===== src/rtl/amul_pkg.sv =====
package amul_pkg;
   // merge variants for the error compensation vector
   localparam int unsigned RECOVER_OR  = 1;
   localparam int unsigned RECOVER_ADD = 2;
endpackage


===== src/rtl/amul_ppgen.sv =====
module amul_ppgen #(
   parameter int unsigned N = 8,
   localparam int unsigned W = 2 * N
) (
   input  logic [N-1:0] a_i,
   input  logic [N-1:0] b_i,
   output logic [W-1:0] pp_o [0:N-1]
);
   // one AND row per multiplier bit, shifted to its weight
   for (genvar r = 0; r < N; r++) begin : g_row
      logic [W-1:0] row_ext;
      assign row_ext  = {{N{1'b0}}, (a_i & {N{b_i[r]}})};
      assign pp_o[r]  = row_ext << r;
   end
endmodule


===== src/rtl/amul_approx_add.sv =====
module amul_approx_add #(
   parameter int unsigned W = 16
) (
   input  logic [W-1:0] x_i,
   input  logic [W-1:0] y_i,
   output logic [W-1:0] s_o,
   output logic [W-1:0] e_o
);
   logic [W-1:0] half;
   logic [W-1:0] gen_up;

   initial begin
      if (W < 2) $error("amul_approx_add: W must be at least 2");
   end

   // carry is born only from a generate and moves up exactly one place
   assign half   = x_i ^ y_i;
   assign gen_up = {x_i[W-2:0] & y_i[W-2:0], 1'b0};
   assign s_o    = half | gen_up;
   assign e_o    = half & gen_up;
endmodule


===== src/rtl/amul_tree.sv =====
module amul_tree #(
   parameter int unsigned N = 8,
   localparam int unsigned W = 2 * N,
   localparam int unsigned NADD = N - 1,
   localparam int unsigned NNODE = 2 * N - 1
) (
   input  logic [W-1:0] pp_i  [0:N-1],
   output logic [W-1:0] sum_o,
   output logic [W-1:0] err_o [0:NADD-1]
);
   // nodes 0..N-1 are leaves; adder j reads nodes 2j, 2j+1 and writes node N+j
   logic [W-1:0] node [0:NNODE-1];

   for (genvar i = 0; i < N; i++) begin : g_leaf
      assign node[i] = pp_i[i];
   end

   for (genvar j = 0; j < NADD; j++) begin : g_add
      amul_approx_add #(.W(W)) u_add (
         .x_i (node[2*j]),
         .y_i (node[2*j+1]),
         .s_o (node[N+j]),
         .e_o (err_o[j])
      );
   end

   assign sum_o = node[NNODE-1];
endmodule


===== src/rtl/amul_err_merge.sv =====
module amul_err_merge #(
   parameter int unsigned N = 8,
   parameter int unsigned K = 8,
   parameter int unsigned VARIANT = amul_pkg::RECOVER_ADD,
   localparam int unsigned W = 2 * N,
   localparam int unsigned NADD = N - 1
) (
   input  logic [W-1:0] err_i [0:NADD-1],
   output logic [W-1:0] comp_o
);
   localparam logic [W-1:0] KEEP = ~({W{1'b1}} >> K);

   logic [W-1:0] masked [0:NADD-1];

   for (genvar j = 0; j < NADD; j++) begin : g_mask
      assign masked[j] = err_i[j] & KEEP;
   end

   function automatic logic [W-1:0] fold_sum(input logic [W-1:0] x, input logic [W-1:0] y);
      logic [W-1:0] g;
      g = {x[W-2:0] & y[W-2:0], 1'b0};
      return (x ^ y) | g;
   endfunction

   if (VARIANT == amul_pkg::RECOVER_OR) begin : g_or
      always_comb begin
         comp_o = '0;
         for (int j = 0; j < NADD; j++) comp_o = comp_o | masked[j];
      end
   end else begin : g_chain
      logic [W-1:0] acc [0:NADD-1];
      assign acc[0] = masked[0];
      for (genvar j = 1; j < NADD; j++) begin : g_step
         assign acc[j] = fold_sum(acc[j-1], masked[j]);
      end
      assign comp_o = acc[NADD-1];
   end
endmodule


===== src/rtl/amul_top.sv =====
module amul_top #(
   parameter int unsigned N = 8,
   parameter int unsigned K = 8,
   parameter int unsigned VARIANT = amul_pkg::RECOVER_ADD,
   parameter bit OUT_REG = 1'b1,
   localparam int unsigned W = 2 * N,
   localparam int unsigned NADD = N - 1
) (
   input  logic         clk_i,
   input  logic         rst_ni,
   input  logic [N-1:0] a_i,
   input  logic [N-1:0] b_i,
   output logic [W-1:0] prod_o
);
   if (N < 2 || (N & (N - 1)) != 0) begin : g_bad_n
      initial $error("amul_top: N must be a power of two, at least 2");
   end
   if (K > W) begin : g_bad_k
      initial $error("amul_top: K must not exceed 2N");
   end
   if (VARIANT != amul_pkg::RECOVER_OR && VARIANT != amul_pkg::RECOVER_ADD) begin : g_bad_v
      initial $error("amul_top: VARIANT must be 1 or 2");
   end

   logic [W-1:0] pp       [0:N-1];
   logic [W-1:0] err      [0:NADD-1];
   logic [W-1:0] tree_sum;
   logic [W-1:0] comp;
   logic [W-1:0] prod_nxt;

   amul_ppgen #(.N(N)) u_ppgen (
      .a_i  (a_i),
      .b_i  (b_i),
      .pp_o (pp)
   );

   amul_tree #(.N(N)) u_tree (
      .pp_i  (pp),
      .sum_o (tree_sum),
      .err_o (err)
   );

   amul_err_merge #(.N(N), .K(K), .VARIANT(VARIANT)) u_merge (
      .err_i  (err),
      .comp_o (comp)
   );

   // single exact carry-propagate addition
   assign prod_nxt = tree_sum + comp;

   if (OUT_REG) begin : g_reg
      always_ff @(posedge clk_i) begin
         if (!rst_ni) prod_o <= '0;
         else         prod_o <= prod_nxt;
      end
   end else begin : g_comb
      assign prod_o = prod_nxt;
   end
endmodule


===== config.mk =====
export PLATFORM = sky130hd
export DESIGN_NAME = amul_top
export DESIGN_NICKNAME = d
export VERILOG_FILES = /design/src/rtl/amul_pkg.sv /design/src/rtl/amul_ppgen.sv /design/src/rtl/amul_approx_add.sv /design/src/rtl/amul_tree.sv /design/src/rtl/amul_err_merge.sv /design/src/rtl/amul_top.sv
export SDC_FILE = /design/constraint.sdc
export NUM_CORES = 1
export LEC_CHECK = 0
export BUFFER_PORTS_ARGS = -buffer_cell sky130_fd_sc_hd__buf_4
export CORE_MARGIN = 4
export CORE_UTILIZATION = 42
export DETAILED_ROUTE_END_ITERATION = 10
export PLACE_DENSITY = 0.6
export RECOVER_POWER = 25
export SLEW_MARGIN = 20
export SYNTH_ARGS = -nofsm -noshare
export SYNTH_HDL_FRONTEND = slang
export SYNTH_SLANG_ARGS = --single-unit
export TNS_END_PERCENT = 5

===== constraint.sdc =====
create_clock -name clk_i -period 16.25 [get_ports clk_i]
set_input_delay 3.25 -clock clk_i [delete_from_list [all_inputs] [get_ports clk_i]]
set_output_delay 3.25 -clock clk_i [all_outputs]
set_load 0.005 [all_outputs]

==> results.md, run 1 <==
* Largest net degree at the start of global routing at 20
* Drt drc at 0
* Mapped Area at 0.002530 mm2
* CTS Hold Bufs at 0
* Peak VDD IR at 0.00007591 V
* Share of layout cells above drive strength 1 at 27.47%
* Fillers at 600
* Vias/cell at 5.090
* Top cell type's share of synthesized area at 38.08%
* Crit-path leading delay family: adder cells
* Final Cycle Share at 48.77%
* Most flop-heavy register: prod_o
* Slew margin rel. at 48.62%
* CTS sink count at 16
* Cells after Synth at 290
* WS Path Type: in2reg
* Synthesis-stage register bit count at 16
* Net count reported at finish at 421
* Worst stage delay on the critical path at 0.31 ns
* Die Y at 85.61 um
* Minimum clock period at 7.925 ns
* RePlAce Congestion at 0.7625
* Post-synth EDFFs at 0
* Post-DR wirelength/cell at 12.16 um
* Core area at 0.005886 mm2
* Crit path max-delay cell type: or2_2
* Number of I/O port buffers at 33
* Max clock buf depth at 2
* Reg power frac at 23.8%
* Synth cell types at 30
* Die ar. at 0.007329 mm2
* WP buf/inv at 1
* CTS H-tree lvls at 1
* GRT overflow at 0
* Post-synth top cells: 81 x and2_1, 77 x ha_1, 48 x or2_2
* CP Max Fanout at 9
* Syn_area_per_cell at 8.724 um2
* Async S/R FF share, synth at 0%
* Post-synthesis net count at 386
* Initial antenna violation count at 0
* Run status: complete, no violations
* Final wirelength at 4852 um
* Cell internal pwr at 0.0001410 W
* Max cap viols at 0
* CTS tree: built
* Synth Flop Type: dfxtp_1
* Pre-antenna DRT Iters at 4
* Cell seen most often among critical-path stages: ha_1
* Antenna Nets Post-Route at 0
* Post-synthesis sequential area ratio at 12.66%
* Comb power frac at 60.0%
* Die extent in x at 85.61 um
* Cts bufs inserted at 3
* Final hold vios at 0
* Clock Power Share at 16.2%
* GRT Overall Usage at 14.50%
* CP startpoint kind: input pin
* Rows at 28
* Fin area at 0.002909 mm2
* Worst Max-Slew Pin Slew at 0.7708 ns
* CP arrival at 8.07 ns
* Dominant cell type by area after synthesis: ha_1
* Sw Ratio at 35.42%
* Finish-stage setup viols at 0
* Area of placed instances at 0.002858 mm2
* Top-count cell post-synth: and2_1
* Util after Layout at 49.43%
* Cells along the critical path: buf_4 > and2_1 > ha_1 > and2_1 > ha_1 > a21o_1 > ha_1 > or2_2 > ha_1 > or2_2 > ha_1 > or2_2 > ha_1 > or2_2 > ha_1 > or2_2 > ha_1 > a211oi_2 > o21a_1 > o21ai_1 > o211a_1
* Antenna fix cells at 0
* Hold WC Path Type: in2reg
* Max Slew Vio Count at 0
* Clock Pin Slew Worst Setup and Hold Paths at 0.06 ns
* Fmax at 0.1262 GHz
* Largest regs: prod_o (16)
* Post-CTS Setup Bufs at 0
* Largest register FFs at 16
* Crit. End Element: register
* Yosys warns at 0
* RSZ-0062 raised after global routing: false
* Drt initial violations at 27
* Root Buffer: clkbuf_8
* HPWL Detailed at 4232 um
* DR vias at 2,031
* Layout overhead on the synthesized area at 14.99%
* Vias in the first global route at 2,041
* Worst Path Required at 16.40 ns
* NetSw at 0.00007735 W
* Post-Route Setup TNS at 0 ns
* Pwr dens at 75.06 mW/mm2
* Synth area leaders: ha_1 38%, and2_1 20%, dfxtp_1 13%, or2_2 12%, a21o_1 2.7%
* First-pass GRT wire length at 8714 um
* CTS resizes at 0
* Initial Util at 42.98%
* Total I/O pin count at 34
* Total Power at 0.0002184 W
* Leak at 1.717 nW
[metrics by stage]
step                setup WS, ns  cells  hold WS, ns
CTS                        8.312    399        3.279
global placement           8.090    395        3.546
global route               8.063    399        3.304
finish                     8.325    399        3.283
floorplan                  8.326    290        3.396
detailed placement         8.066    395        3.556
[path summary, 6_finish.rpt]
path	from	end	slack (ns)	depth (start not counted)
max	b_i[3]	prod_o[15]	8.32	21
min	a_i[0]	prod_o[0]	3.28	2
[layout make-up]
cell class              count  area (um2)  area share, %
clock buffers               4       55.05          1.892
multi-input cells         266        2177          74.84
inverters                   5       18.77         0.6452
repair buffers             33       244.0          8.387
flip-flops and latches     16       320.3          11.01
well taps                  75       93.84          3.226
[cell usage in the layout (no fill, tap or decap), drive strengths merged]
master   n
inv      5
or3      5
nor2b    3
o31ai    1
a21oi    2
nand3    2
ha      77
clkbuf  11
a31o     1
o21a     9
nor3b    1
and2    81
a31oi    1
a21o     9
dfxtp   16
nand2    2
nor2     7
a211oi   2
buf     26
fa       1
o211a    1
o21ai    7
nor3     1
or2     48
and3     4
nand4    1
[logic make-up after synthesis]
logic type	share of synthesized area, %
AND/OR/NAND/NOR	37.64
adder cells (fa/ha/maj)	38.87
AO/OA/AOI/OAI	9.545
flip-flops	12.66
buffers and inverters	1.286
[power by group through the flow]
stage	clock [W]	sequential, W	combinational, W
after global routing	0.0000389	0.0000532	0.000154
after detailed placement	0	0.0000531	0.000133
final	0.0000353	0.0000520	0.000131
after floorplan	0	0.0000545	0.0000905
after global placement	0	0.0000531	0.000131
after CTS	0.0000373	0.0000523	0.000135
[per-layer routing]
metal	wire length, um	vias up	global-route usage [%]	share of wire (%)
li1	-	1067	-	-
met1	2086	932	16.17	43
met2	2538	27	28.25	52
met3	186	5	2.978	3.8
met4	40	0	2.590	0.82
met5	0	-	0	0
No activity file was read; power rests on OpenSTA's default activity.
==> run 2: changes to the inputs <==
--- a/config.mk
+++ b/config.mk
@@ -9,7 +9,7 @@
 export CORE_MARGIN = 4
 export CORE_UTILIZATION = 42
 export DETAILED_ROUTE_END_ITERATION = 10
-export PLACE_DENSITY = 0.6
+export PLACE_DENSITY = 0.63
 export RECOVER_POWER = 25
 export SLEW_MARGIN = 20
 export SYNTH_ARGS = -nofsm -noshare
==> constraint.sdc (replaced) <==
create_clock -name clk_i -period 6.4 [get_ports clk_i]
set_input_delay 1.28 -clock clk_i [delete_from_list [all_inputs] [get_ports clk_i]]
set_output_delay 1.28 -clock clk_i [all_outputs]
set_load 0.005 [all_outputs]
==> results.md, run 2 (synthesized netlist as in run 1, its figures left out) <==
* First-pass GRT wire length at 8549 um
* Largest regs: prod_o (16)
* RePlAce Congestion at 0.7500
* CP startpoint kind: input pin
* Util after Layout at 49.43%
* Minimum clock period at 5.968 ns
* Largest net degree at the start of global routing at 20
* Run status: complete, no violations
* Antenna fix cells at 0
* Drt initial violations at 18
* Worst stage delay on the critical path at 0.31 ns
* Number of I/O port buffers at 33
* Vias in the first global route at 2,075
* Most common cell after layout, fill and taps aside: and2_1
* CTS resizes at 0
* Final hold vios at 0
* Post-CTS Setup Bufs at 0
* Root Buffer: clkbuf_8
* Pre-antenna DRT Iters at 4
* Total Power at 0.0005476 W
* Initial antenna violation count at 0
* Core area at 0.005886 mm2
* WS Path Type: in2reg
* Fillers at 592
* Depth of the worst hold-timing path at 2
* Worst Hold End: prod_o[0]
* Largest register FFs at 16
* GRT Overall Usage at 14.12%
* Total I/O pin count at 34
* Slew margin rel. at 51.31%
* DR vias at 2,025
* Hold path start: b_i[0]
* Vias/cell at 5.075
* Max Slew Vio Count at 0
* Cells along the critical path: buf_4 > and2_1 > ha_1 > and2_1 > ha_1 > a21o_1 > ha_1 > or2_2 > ha_1 > or2_2 > ha_1 > or2_2 > ha_1 > or2_2 > ha_1 > or2_2 > ha_1 > a211oi_2 > o21a_1 > o21ai_1 > o211a_1
* Crit. End Element: register
* Final wirelength at 4748 um
* Pwr dens at 188.3 mW/mm2
* Clock Pin Slew Worst Setup and Hold Paths at 0.06 ns
* Share of layout cells above drive strength 1 at 27.47%
* Peak VDD IR at 0.0001338 V
* Cells after DPL at 395
* Layout overhead on the synthesized area at 14.99%
* Reg area at 320.3 um2
* Die extent in x at 85.61 um
* Antenna Nets Post-Route at 0
* Net count reported at finish at 421
* Fmax at 0.1675 GHz
* Cts bufs inserted at 3
* Cell seen most often among critical-path stages: ha_1
* Initial Util at 42.98%
* Final Cycle Share at 93.26%
* Drt drc at 0
* HPWL Detailed at 4235 um
* CTS tree: built
* Rows at 28
* Worst Path Required at 6.54 ns
* GRT overflow at 0
* Post-DR wirelength/cell at 11.90 um
* Finish-stage setup viols at 0
* Die ar. at 0.007329 mm2
* CTS Hold Bufs at 0
* Leak at 1.716 nW
* Non-filler cells, final at 399
* Area occupied by multi-input gates at 0.002177 mm2
* Most flop-heavy register: prod_o
* CP arrival at 6.11 ns
* CTS H-tree lvls at 1
* Post-Route Setup TNS at 0 ns
* RSZ-0062 raised after global routing: false
* Hold WC Path Type: in2reg
* CP Max Fanout at 9
* Most frequent cells in the layout: 80 x and2_1, 77 x ha_1, 48 x or2_2
* Die Y at 85.61 um
* Worst Max-Slew Pin Slew at 0.7303 ns
* Worst hold slack at 1.325 ns
* Max clock buf depth at 2
* CTS sink count at 16
* Max cap viols at 0
* Crit path max-delay cell type: or2_2
## run 2: worst max-delay path, delay by kind of cell
family,cells,cell delay (ns)
adders and majority gates,8,2.11
and+or+nand+nor,7,1.79
AOI/OAI and AO/OA,5,0.80
buffers and inverters,1,0.14
## run 2: worst max-delay path by stage
| stage | startpoint | to | slack [ns] |
|---|---|---|---|
| 2_1_floorplan | a_i[7] | prod_o[15] | 0.45 |
| 3_3_place_gp | b_i[3] | prod_o[15] | 0.21 |
| 3_5_place_dp | b_i[3] | prod_o[15] | 0.17 |
| 4_1_cts | b_i[3] | prod_o[15] | 0.41 |
| 5_1_grt | b_i[3] | prod_o[15] | 0.17 |
| 6_report | b_i[3] | prod_o[15] | 0.43 |
## run 2: cell type report
cell class	count	share of cell area (%)
Inverter	5	0.6452
Multi-Input combinational cell	266	74.84
Tap cell	75	3.226
Clock buffer	4	1.892
Sequential cell	16	11.01
Timing Repair Buffer	33	8.387
## run 2: per-stage QoR
step / setup slack, ns / area, um2
after detailed placement: 0.1699 / 2858
after floorplan: 0.4461 / 2530
final: 0.4316 / 2909
after CTS: 0.4130 / 2913
after global routing: 0.1730 / 2909
after global placement: 0.2091 / 2858
## run 2: report_power, final
group / total (W) / switching, W / leakage (nW) / internal (W)
registers: 0.000132 / 0.00000580 / 0.133 / 0.000126
clock network: 0.0000877 / 0.0000332 / 0.0288 / 0.0000545
logic: 0.000328 / 0.000152 / 1.55 / 0.000176
total: 0.000548 / 0.000191 / 1.72 / 0.000357
## run 2: layer usage
metal | vias up | share of wire [%] | GRT usage, %
li1 | 1070 | - | -
met1 | 922 | 43 | 15.24
met2 | 29 | 51 | 28.39
met3 | 4 | 5.1 | 3.458
met4 | 0 | 0.32 | 1.151
met5 | - | 0 | 0
==> run 3: changes to the inputs <==
--- a/config.mk
+++ b/config.mk
@@ -6,11 +6,12 @@
 export NUM_CORES = 1
 export LEC_CHECK = 0
 export BUFFER_PORTS_ARGS = -buffer_cell sky130_fd_sc_hd__buf_4
-export CORE_MARGIN = 4
+export CORE_MARGIN = 1
 export CORE_UTILIZATION = 42
 export DETAILED_ROUTE_END_ITERATION = 10
 export PLACE_DENSITY = 0.63
 export RECOVER_POWER = 25
+export REMOVE_ABC_BUFFERS = 1
 export SLEW_MARGIN = 20
 export SYNTH_ARGS = -nofsm -noshare
 export SYNTH_HDL_FRONTEND = slang
==> results.md, run 3 (synthesized netlist as in run 1, its figures left out) <==
* Cells along the critical path: buf_4 > and2_1 > ha_1 > and2_1 > ha_1 > a21o_1 > ha_1 > or2_2 > ha_1 > or2_2 > ha_1 > or2_2 > ha_1 > or2_2 > ha_1 > or2_2 > ha_1 > a211oi_2 > o21a_1 > o21ai_1 > o211a_1
* Final Cycle Share at 92.90%
* Minimum clock period at 5.945 ns
* Crit path max-delay cell type: or2_2
* Leak at 1.717 nW
* WS Path Type: in2reg
* Die extent in x at 79.61 um
* Vias/cell at 5.149
* Most flop-heavy register: prod_o
* Post-CTS Setup Bufs at 0
* Cts bufs inserted at 3
* Worst Max-Slew Pin Slew at 0.7209 ns
* Net count reported at finish at 421
* Max Slew Vio Count at 0
* Most frequent cells in the layout: 81 x and2_1, 77 x ha_1, 48 x or2_2
* Rows at 27
* CTS Hold Bufs at 0
* DR vias at 2,039
* Number of I/O port buffers at 33
* RSZ-0062 raised after global routing: false
* Worst Hold End: prod_o[0]
* Core area at 0.005642 mm2
* Pre-antenna DRT Iters at 3
* Peak VDD IR at 0.0001473 V
* Setup WS post-layout at 0.4547 ns
* Most common cell after layout, fill and taps aside: and2_1
* Place WS at 0.2014 ns
* Slew margin rel. at 51.94%
* Crit-path leading delay family: adder cells
* HPWL Detailed at 4033 um
* Max clock buf depth at 2
* Root Buffer: clkbuf_8
* First-pass GRT wire length at 8155 um
* Vias in the first global route at 1,934
* Crit. End Element: register
* CP arrival at 6.09 ns
* Hold WC Path Type: in2reg
* Post-DR wirelength/cell at 11.80 um
* Pwr dens at 189.7 mW/mm2
* Fmax at 0.1682 GHz
* Initial Util at 44.84%
* Layout overhead on the synthesized area at 14.84%
* CP Max Fanout at 9
* WP buf/inv at 1
* CTS tree: built
* Clock Pin Slew Worst Setup and Hold Paths at 0.07 ns
* Total I/O pin count at 34
* Hold path start: b_i[0]
* Antenna fix cells at 0
* RePlAce Congestion at 0.7818
* CTS sink count at 16
* CP startpoint kind: input pin
* Largest net degree at the start of global routing at 20
* Fillers at 561
* GRT Overall Usage at 16.12%
* Non-filler cells, final at 396
* Cells after DPL at 392
* Cell seen most often among critical-path stages: ha_1
* CTS resizes at 0
* Finish-stage setup viols at 0
* Antenna Nets Post-Route at 0
* Die Y at 79.61 um
* Final wirelength at 4672 um
* Max cap viols at 0
* Initial antenna violation count at 0
* Largest register FFs at 16
* Post-Route Setup TNS at 0 ns
* Share of layout cells above drive strength 1 at 27.47%
* Drt drc at 0
* Run status: complete, no violations
* CTS H-tree lvls at 1
* Final hold vios at 0
* Fin area at 0.002905 mm2
* Largest regs: prod_o (16)
* Die ar. at 0.006338 mm2
* Area of placed instances at 0.002854 mm2
* GRT overflow at 0
* Depth of the worst hold-timing path at 2
* Worst stage delay on the critical path at 0.31 ns
* Drt initial violations at 28
* Worst Path Required at 6.55 ns
## run 3: cell types whose count changed in the layout (fill, tap and decap cells not counted)
cell / before / now
and2_0: 1 / 0
and2_1: 80 / 81
## run 3: how the worst max path moves through the flow
stage                     startpoint    endpoint  slack, ns  cells past startpoint
after detailed placement      b_i[3]  prod_o[15]       0.20                     21
after floorplan               b_i[3]  prod_o[15]       0.53                     20
after global placement        b_i[3]  prod_o[15]       0.23                     21
after global routing          b_i[3]  prod_o[13]       0.25                     21
after CTS                     b_i[3]  prod_o[15]       0.44                     21
final                         b_i[3]  prod_o[15]       0.45                     21
## run 3: through the flow
step,total power (W),hold slack [ns],util (%)
3_5_place_dp,0.0004685,1.585,50.59
4_1_cts,0.0005640,1.321,51.56
2_1_floorplan,0.0003663,1.396,-
6_report,0.0005512,1.320,51.50
3_3_place_gp,0.0004652,1.584,50.59
5_1_grt,0.0006100,1.330,51.50
## run 3: final cells by class
class | count | area [um2] | area share [%]
multi-input combinational | 266 | 2177 | 74.94
sequential | 16 | 320.3 | 11.02
timing repair buffer | 33 | 244.0 | 8.398
tap | 72 | 90.09 | 3.101
clock buffer | 4 | 55.05 | 1.895
inverter | 5 | 18.77 | 0.6460
## run 3: metal layers
metal | share of wire [%] | vias to the layer above | global-route usage (%)
met3 | 3.0 | 2 | 2.629
met2 | 53 | 29 | 32.39
met4 | 0.36 | 0 | 1.636
li1 | - | 1067 | -
met5 | 0 | - | 0
met1 | 44 | 941 | 17.83
## run 3: power by group
| group | internal (W) | leakage, nW | total, W | switching [W] |
|---|---|---|---|---|
| combinational | 0.000177 | 1.56 | 0.000329 | 0.000153 |
| clock | 0.0000546 | 0.0288 | 0.0000905 | 0.0000359 |
| sequential | 0.000126 | 0.133 | 0.000131 | 0.00000553 |
| total | 0.000357 | 1.72 | 0.000551 | 0.000194 |
